<file path="src/rtl/boot_remap_decoder.sv">
module boot_remap_decoder #(
  parameter int          SAMPLE_EDGE = 4,
  parameter int          WIN_BITS    = 26,
  parameter logic [31:0] FLASH_BASE  = 32'h0800_0000,
  parameter logic [31:0] FLASH_SIZE  = 32'h0010_0000,
  parameter logic [31:0] SYS_BASE    = 32'h1FFF_0000,
  parameter logic [31:0] SYS_SIZE    = 32'h0000_7800,
  parameter logic [31:0] SRAM_BASE   = 32'h2000_0000,
  parameter logic [31:0] SRAM_SIZE   = 32'h0001_C000,
  parameter logic [31:0] EXT1_BASE   = 32'h6000_0000,
  parameter logic [31:0] EXT2_BASE   = 32'h6400_0000,
  parameter logic [31:0] CFG_BASE    = 32'hA000_0000,
  parameter logic [31:0] CFG_SIZE    = 32'h0000_1000
) (
  input  logic        clk,
  input  logic        rst_n,
  input  logic        boot_pin0,
  input  logic        boot_pin1,
  input  logic        standby_exit,
  output logic        pin1_released,
  input  logic        remap_we,
  input  logic [1:0]  remap_wdata,
  output logic [1:0]  remap_mode,
  input  logic        cpu_valid,
  input  logic [31:0] cpu_addr,
  output logic        cpu_ready,
  output logic [31:0] phys_addr,
  output logic        cpu_err
);
  localparam int          CW        = $clog2(SAMPLE_EDGE) + 1;
  localparam logic [CW-1:0] LAST    = CW'(SAMPLE_EDGE - 1);
  localparam logic [31:0] WIN_SPAN  = 32'h1 << WIN_BITS;
  localparam logic [1:0]  M_FLASH   = 2'b00;
  localparam logic [1:0]  M_SYS     = 2'b01;
  localparam logic [1:0]  M_EXT     = 2'b10;
  localparam logic [1:0]  M_SRAM    = 2'b11;

  logic [CW-1:0] cnt;
  logic          latched;
  logic [1:0]    mode;

  always_ff @(posedge clk or negedge rst_n) begin
    if (!rst_n) begin
      cnt     <= '0;
      latched <= 1'b0;
      mode    <= M_FLASH;
    end else if (standby_exit) begin
      cnt     <= '0;
      latched <= 1'b0;
    end else if (!latched) begin
      if (cnt == LAST) begin
        latched <= 1'b1;
        mode    <= {boot_pin1 & boot_pin0, boot_pin0};
      end else begin
        cnt <= cnt + 1'b1;
      end
    end else if (remap_we) begin
      mode <= remap_wdata;
    end
  end

  assign cpu_ready     = latched;
  assign pin1_released = latched;
  assign remap_mode    = mode;

  logic [31:0] offset, base, limit;
  logic        in_win0, in_win1, in_cfg, bad;

  assign offset  = {{(32-WIN_BITS){1'b0}}, cpu_addr[WIN_BITS-1:0]};
  assign in_win0 = (cpu_addr[31:WIN_BITS] == '0);
  assign in_win1 = (cpu_addr[31:WIN_BITS] == (32-WIN_BITS)'(1));
  assign in_cfg  = (cpu_addr >= CFG_BASE) && (cpu_addr - CFG_BASE < CFG_SIZE);

  always_comb begin
    case (mode)
      M_FLASH: begin base = FLASH_BASE; limit = FLASH_SIZE; end
      M_SYS:   begin base = SYS_BASE;   limit = SYS_SIZE;   end
      M_SRAM:  begin base = SRAM_BASE;  limit = SRAM_SIZE;  end
      default: begin base = EXT1_BASE;  limit = WIN_SPAN;   end
    endcase
  end

  always_comb begin
    phys_addr = cpu_addr;
    bad       = 1'b0;
    if (in_win0) begin
      phys_addr = base + offset;
      bad       = (offset >= limit);
    end else if (in_win1) begin
      if (mode == M_EXT) phys_addr = EXT2_BASE + offset;
      else               bad       = 1'b1;
    end else begin
      bad = (mode == M_EXT) && in_cfg;
    end
  end

  assign cpu_err = cpu_valid & latched & bad;

  a_r2_ready_on_last_edge: assert property (@(posedge clk) disable iff (!rst_n)
    $rose(cpu_ready) |-> $past(cnt) == LAST);
  a_r1_mode_from_pins: assert property (@(posedge clk) disable iff (!rst_n)
    $rose(cpu_ready) |-> remap_mode[0] == $past(boot_pin0) &&
                         remap_mode[1] == ($past(boot_pin0) & $past(boot_pin1)));
  a_r3_standby_drops_ready: assert property (@(posedge clk) disable iff (!rst_n)
    standby_exit |=> !cpu_ready);
  a_r5_write_applies: assert property (@(posedge clk) disable iff (!rst_n)
    cpu_ready && remap_we && !standby_exit |=> remap_mode == $past(remap_wdata));
  a_r5_write_ignored_early: assert property (@(posedge clk) disable iff (!rst_n)
    !cpu_ready && !$rose(cpu_ready) |-> $stable(remap_mode));
  a_r10_passthrough_high: assert property (@(posedge clk) disable iff (!rst_n)
    cpu_addr[31:WIN_BITS+1] != '0 |-> phys_addr == cpu_addr);
  a_r11_err_gated: assert property (@(posedge clk) disable iff (!rst_n)
    cpu_err |-> cpu_ready && cpu_valid);
endmodule

</file>
<file path="config.mk">
export PLATFORM = sky130hd
export DESIGN_NAME = boot_remap_decoder
export DESIGN_NICKNAME = d
export VERILOG_FILES = /design/src/rtl/boot_remap_decoder.sv
export SDC_FILE = /design/constraint.sdc
export NUM_CORES = 1
export LEC_CHECK = 0
export CAP_MARGIN = 20
export CELL_PAD_IN_SITES_DETAIL_PLACEMENT = 2
export CELL_PAD_IN_SITES_GLOBAL_PLACEMENT = 2
export CORE_UTILIZATION = 19
export CTS_CLUSTER_SIZE = 28
export DETAILED_ROUTE_END_ITERATION = 12
export GPL_ROUTABILITY_DRIVEN = 0
export PLACE_DENSITY = 0.95
export SLEW_MARGIN = 0
export SYNTH_ARGS = -nofsm -noshare
export SYNTH_HDL_FRONTEND = slang
export SYNTH_SLANG_ARGS = --single-unit
</file>
<file path="constraint.sdc">
create_clock -name clk -period 5.2 [get_ports clk]
set_input_delay 1.04 -clock clk [delete_from_list [all_inputs] [get_ports clk]]
set_output_delay 1.04 -clock clk [all_outputs]
set_load 0.005 [all_outputs]
</file>
# Yosys cells after proc, flatten, opt, wreduce, memory -nomap -nowiden
# Index checks and enable logic that the tools add are counted.
# op_classes
eq_ne	8
addsub	4
n_bitwise	4
n_mux	17
n_reduce_logical	7
order_cmp	3
# ops
operator	n
$mux W32	3
$pmux W31 S3	1
$pmux W27 S3	1
$add A31 B26 Y32 const A	1
$add A32 B26 Y32	1
$ge A26 B32 Y1	1
$ge A32 B32 Y1 const B	1
$lt A32 B13 Y1 const B	1
$sub A32 B32 Y32 const B	1
$mux W3	3
$eq A6 B1 Y1 const B	1
$logic_not A6 Y1	1
$mux W1	6
$mux W2	3
$ne A2 B2 Y1 const B	3
$eq A2 B2 Y1 const B	2
$add A3 B1 Y3 const B	1
$and A1 B1 Y1	3
$eq A3 B2 Y1 const B	1
$reduce_and A3 Y1	1
$eq A2 B1 Y1 const B	1
$logic_and A1 B1 Y1	2
$logic_not A2 Y1	1
$reduce_and A2 Y1	1
other kinds (2)	2
# totals
word_cells	46
input_bits	41
ff_bits	6

# Logic depth before layout (Yosys ltp)
# logic_depth
word_depth	7
depth_mapped	9
mapped_depth_nobuf	8

# Least setup slack after synthesis
# No wires, ideal clock.
# synth_timing
kind	input-to-output
from	input port cpu_addr[11]
to	output port cpu_err
arrival_time_ps	2520
path_buffers	0
cell_stages	7
path_slack_ps	1640
path_cell_list	inv_1 -> ha_1 -> or4b_1 -> o31ai_1 -> maj3_1 -> a2111oi_0 -> o31ai_1
# synth_via
elab_chain_cells	7
# synth_rtl
item	line	text
from (decl)	25	input logic [31:0] cpu_addr,
$sub A32 B32 Y32	72	assign in_cfg = (cpu_addr >= CFG_BASE) && (cpu_addr - CFG_BASE < CFG_SIZE);
$lt A32 B13 Y1	72	
$logic_and A1 B1 Y1	72	
$logic_and A1 B1 Y1	93	bad = (mode == M_EXT) && in_cfg;
$mux W1	89	end else if (in_win1) begin
$mux W1 (*)	86	if (in_win0) begin
$and A1 B1 Y1 (*)	97	assign cpu_err = cpu_valid & latched & bad;
to (decl)	28	output logic cpu_err
# Every way passes the cells marked *; elsewhere a longest branch is shown, timed or not.

# Worst setup path in the final report
# Same ends and word-level chain as after synthesis.

==> results <==
- In this run the cell area of the synthesized design comes to 0.00115 mm2.
- The number of global-route vias before repair is 1,473.
- Of the total synthesized cell area, the portion taken by XOR and XNOR cells is 9.72%.
- From synthesis to final layout, the design area changed by 66.9%.
- Setup violations remaining at the end of the flow were counted as 0.
- Dividing total power by cell area gives a power density of 236 mW/mm2.
- The synthesized design spends more area on one cell type than any other, namely sky130_fd_sc_hd__dfrtp_1.
- Subtracting the final worst setup slack from the clock period gives 4.79 ns.
- TritonCTS built the clock tree.
- In this design, the stage delay of the slowest critical-path cell is 0.56 ns.
- The portion of the post-synthesis area used by sequential elements is 13.1%.
- The die is 79.7 um tall.
- The static leakage is 0.721 nW.
- The worst clock skew on the final layout is 0.000423 ns.
- Max-cap violations in this run came to 0.
- The flow ran to the end, and the final reports show no timing, DRC or antenna violations.
- The number of diodes is 0.
- The number of antenna violations at the first check in global routing is 0.
- The global-route total usage across every layer is 13.1%.
- The routed length per instance is 14.7 um.
- CTS saw 6 sinks.
- The hold violation count in the final report came to 0.
- The wire length after detailed routing is 4.13 mm.
- The path class of the tightest hold or removal check is flop to flop.
- The first global-routing pass estimated 6.78 mm of wire.
- The horizontal die dimension is 79.7 um.
- The master cell of the clock root buffer is sky130_fd_sc_hd__clkbuf_8.
- The clock reaches the later pin of the worst-skew pair after 0.22 ns.
- The family with the most delay on the worst path is buffers and inverters.
- The total area inside the core boundary comes to 0.00568 mm2.
- The quantity of gates resized following cts is 0.
- The number of nets in the layout is 262.
- The adder-cell share of the synthesized area is 11.8%.
- The startpoint-to-endpoint class of the critical path is primary input to output port.
- The share of synthesized area in the top cell type comes to 13.1%.
- The fraction of the cycle the final worst path needs is 92.1%.
- Counting flops with an async set or reset pin after synthesis yields a share of 100%.
- After clock tree synthesis, the clock-pin slew on the worst setup and hold paths is 0.04 ns.
- For this run, the number of Yosys warnings is 0.
- The number of pins exceeding their max-slew limit in the final report is 0.
- In this run the post-CTS setup repair buffer count came out at 0.
- The slowest cell on the critical path is sky130_fd_sc_hd__clkdlybuf4s50_1.
- Averaged over all synthesized cells, the footprint is 7.80 um2.
- The critical path data arrival time is 3.75 ns.
- Adding up every negative setup slack in the final design gives 0 ns.
- Traced cell by cell, the critical path runs through clkdlybuf4s50_1 > inv_1 > ha_1 > or4b_1 > o31ai_1 > maj3_1 > a2111oi_0 > o31ai_1 > clkdlybuf4s50_1.
- The share of layout cells above drive strength 1 is 8.13%.
- Clock tree synthesis inserted a total of 3 buffers.
- The count of standard-cell rows is 27.
- After synthesis, the most frequently instantiated cells are sky130_fd_sc_hd__buf_4 (17), sky130_fd_sc_hd__nor2_1 (14), sky130_fd_sc_hd__nand2_1 (12).
- The number of levels in the clock H-tree is 1.
- After synthesis, the largest family of logic cells by area is simple AND/OR/NAND/NOR gates.
- Summed over all nets, the half-perimeter wirelength after detailed placement is 3.52 mm.
- For this design, the CTS-stage hold fixing added 0 buffers.
- The floorplan die area is 0.00635 mm2.
- The number of DRC violations after detailed routing is 0.
- After Yosys synthesis, and, or, nand and nor cells account for 34.2% of the synthesized area.
- The via density per instance is 4.80.
- The count of port buffers added during placement is 77.
- The number of different library cells used by synthesis comes to 48.
- The number of nets handed over by synthesis was 198.
- The longest clock path from root to sink contains 2 buffers.
- Ranked by total cell area, the synthesized netlist is headed by sky130_fd_sc_hd__dfrtp_1 (13%), sky130_fd_sc_hd__buf_4 (11%), sky130_fd_sc_hd__ha_1 (11%), sky130_fd_sc_hd__xnor2_1 (5.3%), sky130_fd_sc_hd__nor2_1 (4.6%).
- The count of buffering cells on the critical path with inverters included is 3.
- The placed instance count is 278.
- The number of nets with antenna violations after routing is 0.
- The synthesized instance count is 147.
- Summed over all layers, the global routing overflow is 0.
- Static timing analysis puts the maximum clock frequency at 209 MHz.
- The most common cell in the synthesized netlist is sky130_fd_sc_hd__buf_4.
- Setup repair after global routing left no endpoint under its margin.
- Summing internal, switching and leakage power gives 0.452 mW.
- The placement-stage cell area is 0.00187 mm2.
- The routed layout has 1,348 vias.
- The type of element capturing the critical path is an output port.
- The number of flops mapped to enable cells by yosys is 0.
- The worst endpoint required time is 4.16 ns.
- Once layout is done, the placed cells without fillers occupy 0.00191 mm2.
- The most instantiated flip-flop cell in the synthesis netlist is sky130_fd_sc_hd__dfrtp_1.
- The fraction of the mapped netlist area in compound gates is 15.0%.
- The total of flip-flops plus latches after synthesis is 6.
- For this block, the initial DRC count from the detailed router was 34.
- The post-layout instance count excluding filler cells is 281.
- The largest fanout of any net on the critical path is 2.
- The multiplexer area fraction after synthesis is 1.86%.
- The first detailed-routing pass ran for 2 iterations.
- The highest ir drop seen on vdd is 216 uV.
- The actual slew at the worst max-slew pin is 0.472 ns.
- For this design the top-level I/O count stands at 78.
- The largest net degree at the start of global routing is 11.
- The worst slack at placement is 0.380 ns.
- The critical path launch point type is a primary input.
- Once the floorplan was initialized, standard cells occupied 20.2% of the core.
- The setup slack after layout is 0.413 ns.
- In this run the tightest slew margin relative to its limit is 68.4%.
cell families after synthesis:
kind of cell | Yosys count
AOI/OAI and AO/OA | 27
xor gates and xnor gates | 11
adders and majority gates | 11
buffers and inverters | 25
DFF | 6
muxes | 2
and+or+nand+nor | 65
layout make-up:
class                   count  area, um2
inverters                   6       22.5
flip-flops and latches      6        150
well taps                  72       90.1
fillers                   667       3760
clock buffers               3       41.3
multi-input cells         116        831
repair buffers             78        778
stage by stage:
| step | hold slack [ns] | util [%] |
|---|---|---|
| 2_1_floorplan | 0.516 | - |
| 4_1_cts | 0.558 | 33.7 |
| 6_report | 0.550 | 33.7 |
| 5_1_grt | 0.570 | 33.7 |
| 3_3_place_gp | 0.536 | 33.0 |
| 3_5_place_dp | 0.544 | 33.0 |
routing by layer:
layer  global-route usage (%)  share of wire [%]  up-vias
met5                        0                  0        -
met4                     1.82               0.87        0
met3                     2.74                8.4        4
met2                     24.7                 50       57
met1                     15.4                 41      646
li1                         -                  -      641
worst reg2reg max path, stage by stage (launching register included):
cell	delay (ns)
sky130_fd_sc_hd__dfrtp_1	0.38
sky130_fd_sc_hd__ha_1	0.21
sky130_fd_sc_hd__ha_1	0.19
sky130_fd_sc_hd__nor2_1	0.35
sky130_fd_sc_hd__nor3_1	0.17
sky130_fd_sc_hd__nor2_1	0.13
sky130_fd_sc_hd__a21oi_1	0.06
report_power, final:
group          total [mW]  switching [mW]  internal, mW
Clock              0.0698          0.0200        0.0497
Combinational       0.288           0.140         0.147
Sequential         0.0949          0.0284        0.0665
layout by cell type, fill, tap and decap left out, drive strengths merged, types with 2 or more instances in the layout:
| cell | synthesis | routed |
|---|---|---|
| nor2b | 2 | 2 |
| clkdlybuf4s50 | 0 | 77 |
| xnor2 | 9 | 9 |
| and2 | 3 | 3 |
| o21ai | 7 | 7 |
| o21bai | 2 | 2 |
| nor4b | 2 | 2 |
| a21oi | 7 | 7 |
| nand3 | 2 | 2 |
| or4 | 5 | 5 |
| clkbuf | 1 | 3 |
| a21o | 2 | 2 |
| nor2 | 14 | 14 |
| nand2b | 3 | 3 |
| ha | 10 | 10 |
| nor4 | 2 | 2 |
| nand2 | 15 | 15 |
| o21a | 2 | 2 |
| inv | 6 | 6 |
| nor3 | 6 | 6 |
| nand4 | 2 | 2 |
| dfrtp | 6 | 6 |
| xor2 | 2 | 2 |
| o31ai | 2 | 2 |
final timing paths:
path                       depth (start not counted)  slack, ns         start            end
hold / removal                                     2       0.55        cnt[0]         cnt[0]
setup / recovery                                   9       0.41  cpu_addr[11]        cpu_err
hold reg to reg                                    2       0.55        cnt[0]         cnt[0]
setup reg to reg                                   6       3.56        cnt[0]  remap_mode[0]
max in group asynchronous                          1       3.92         rst_n         cnt[2]
min in group asynchronous                          1       1.06         rst_n         cnt[0]
flip-flops by register name, summed over array words and instances (netlist names):
name	cells
cnt	3
cpu_ready	1
remap_mode	2
Note: power is estimated with default switching activity, not from simulation.
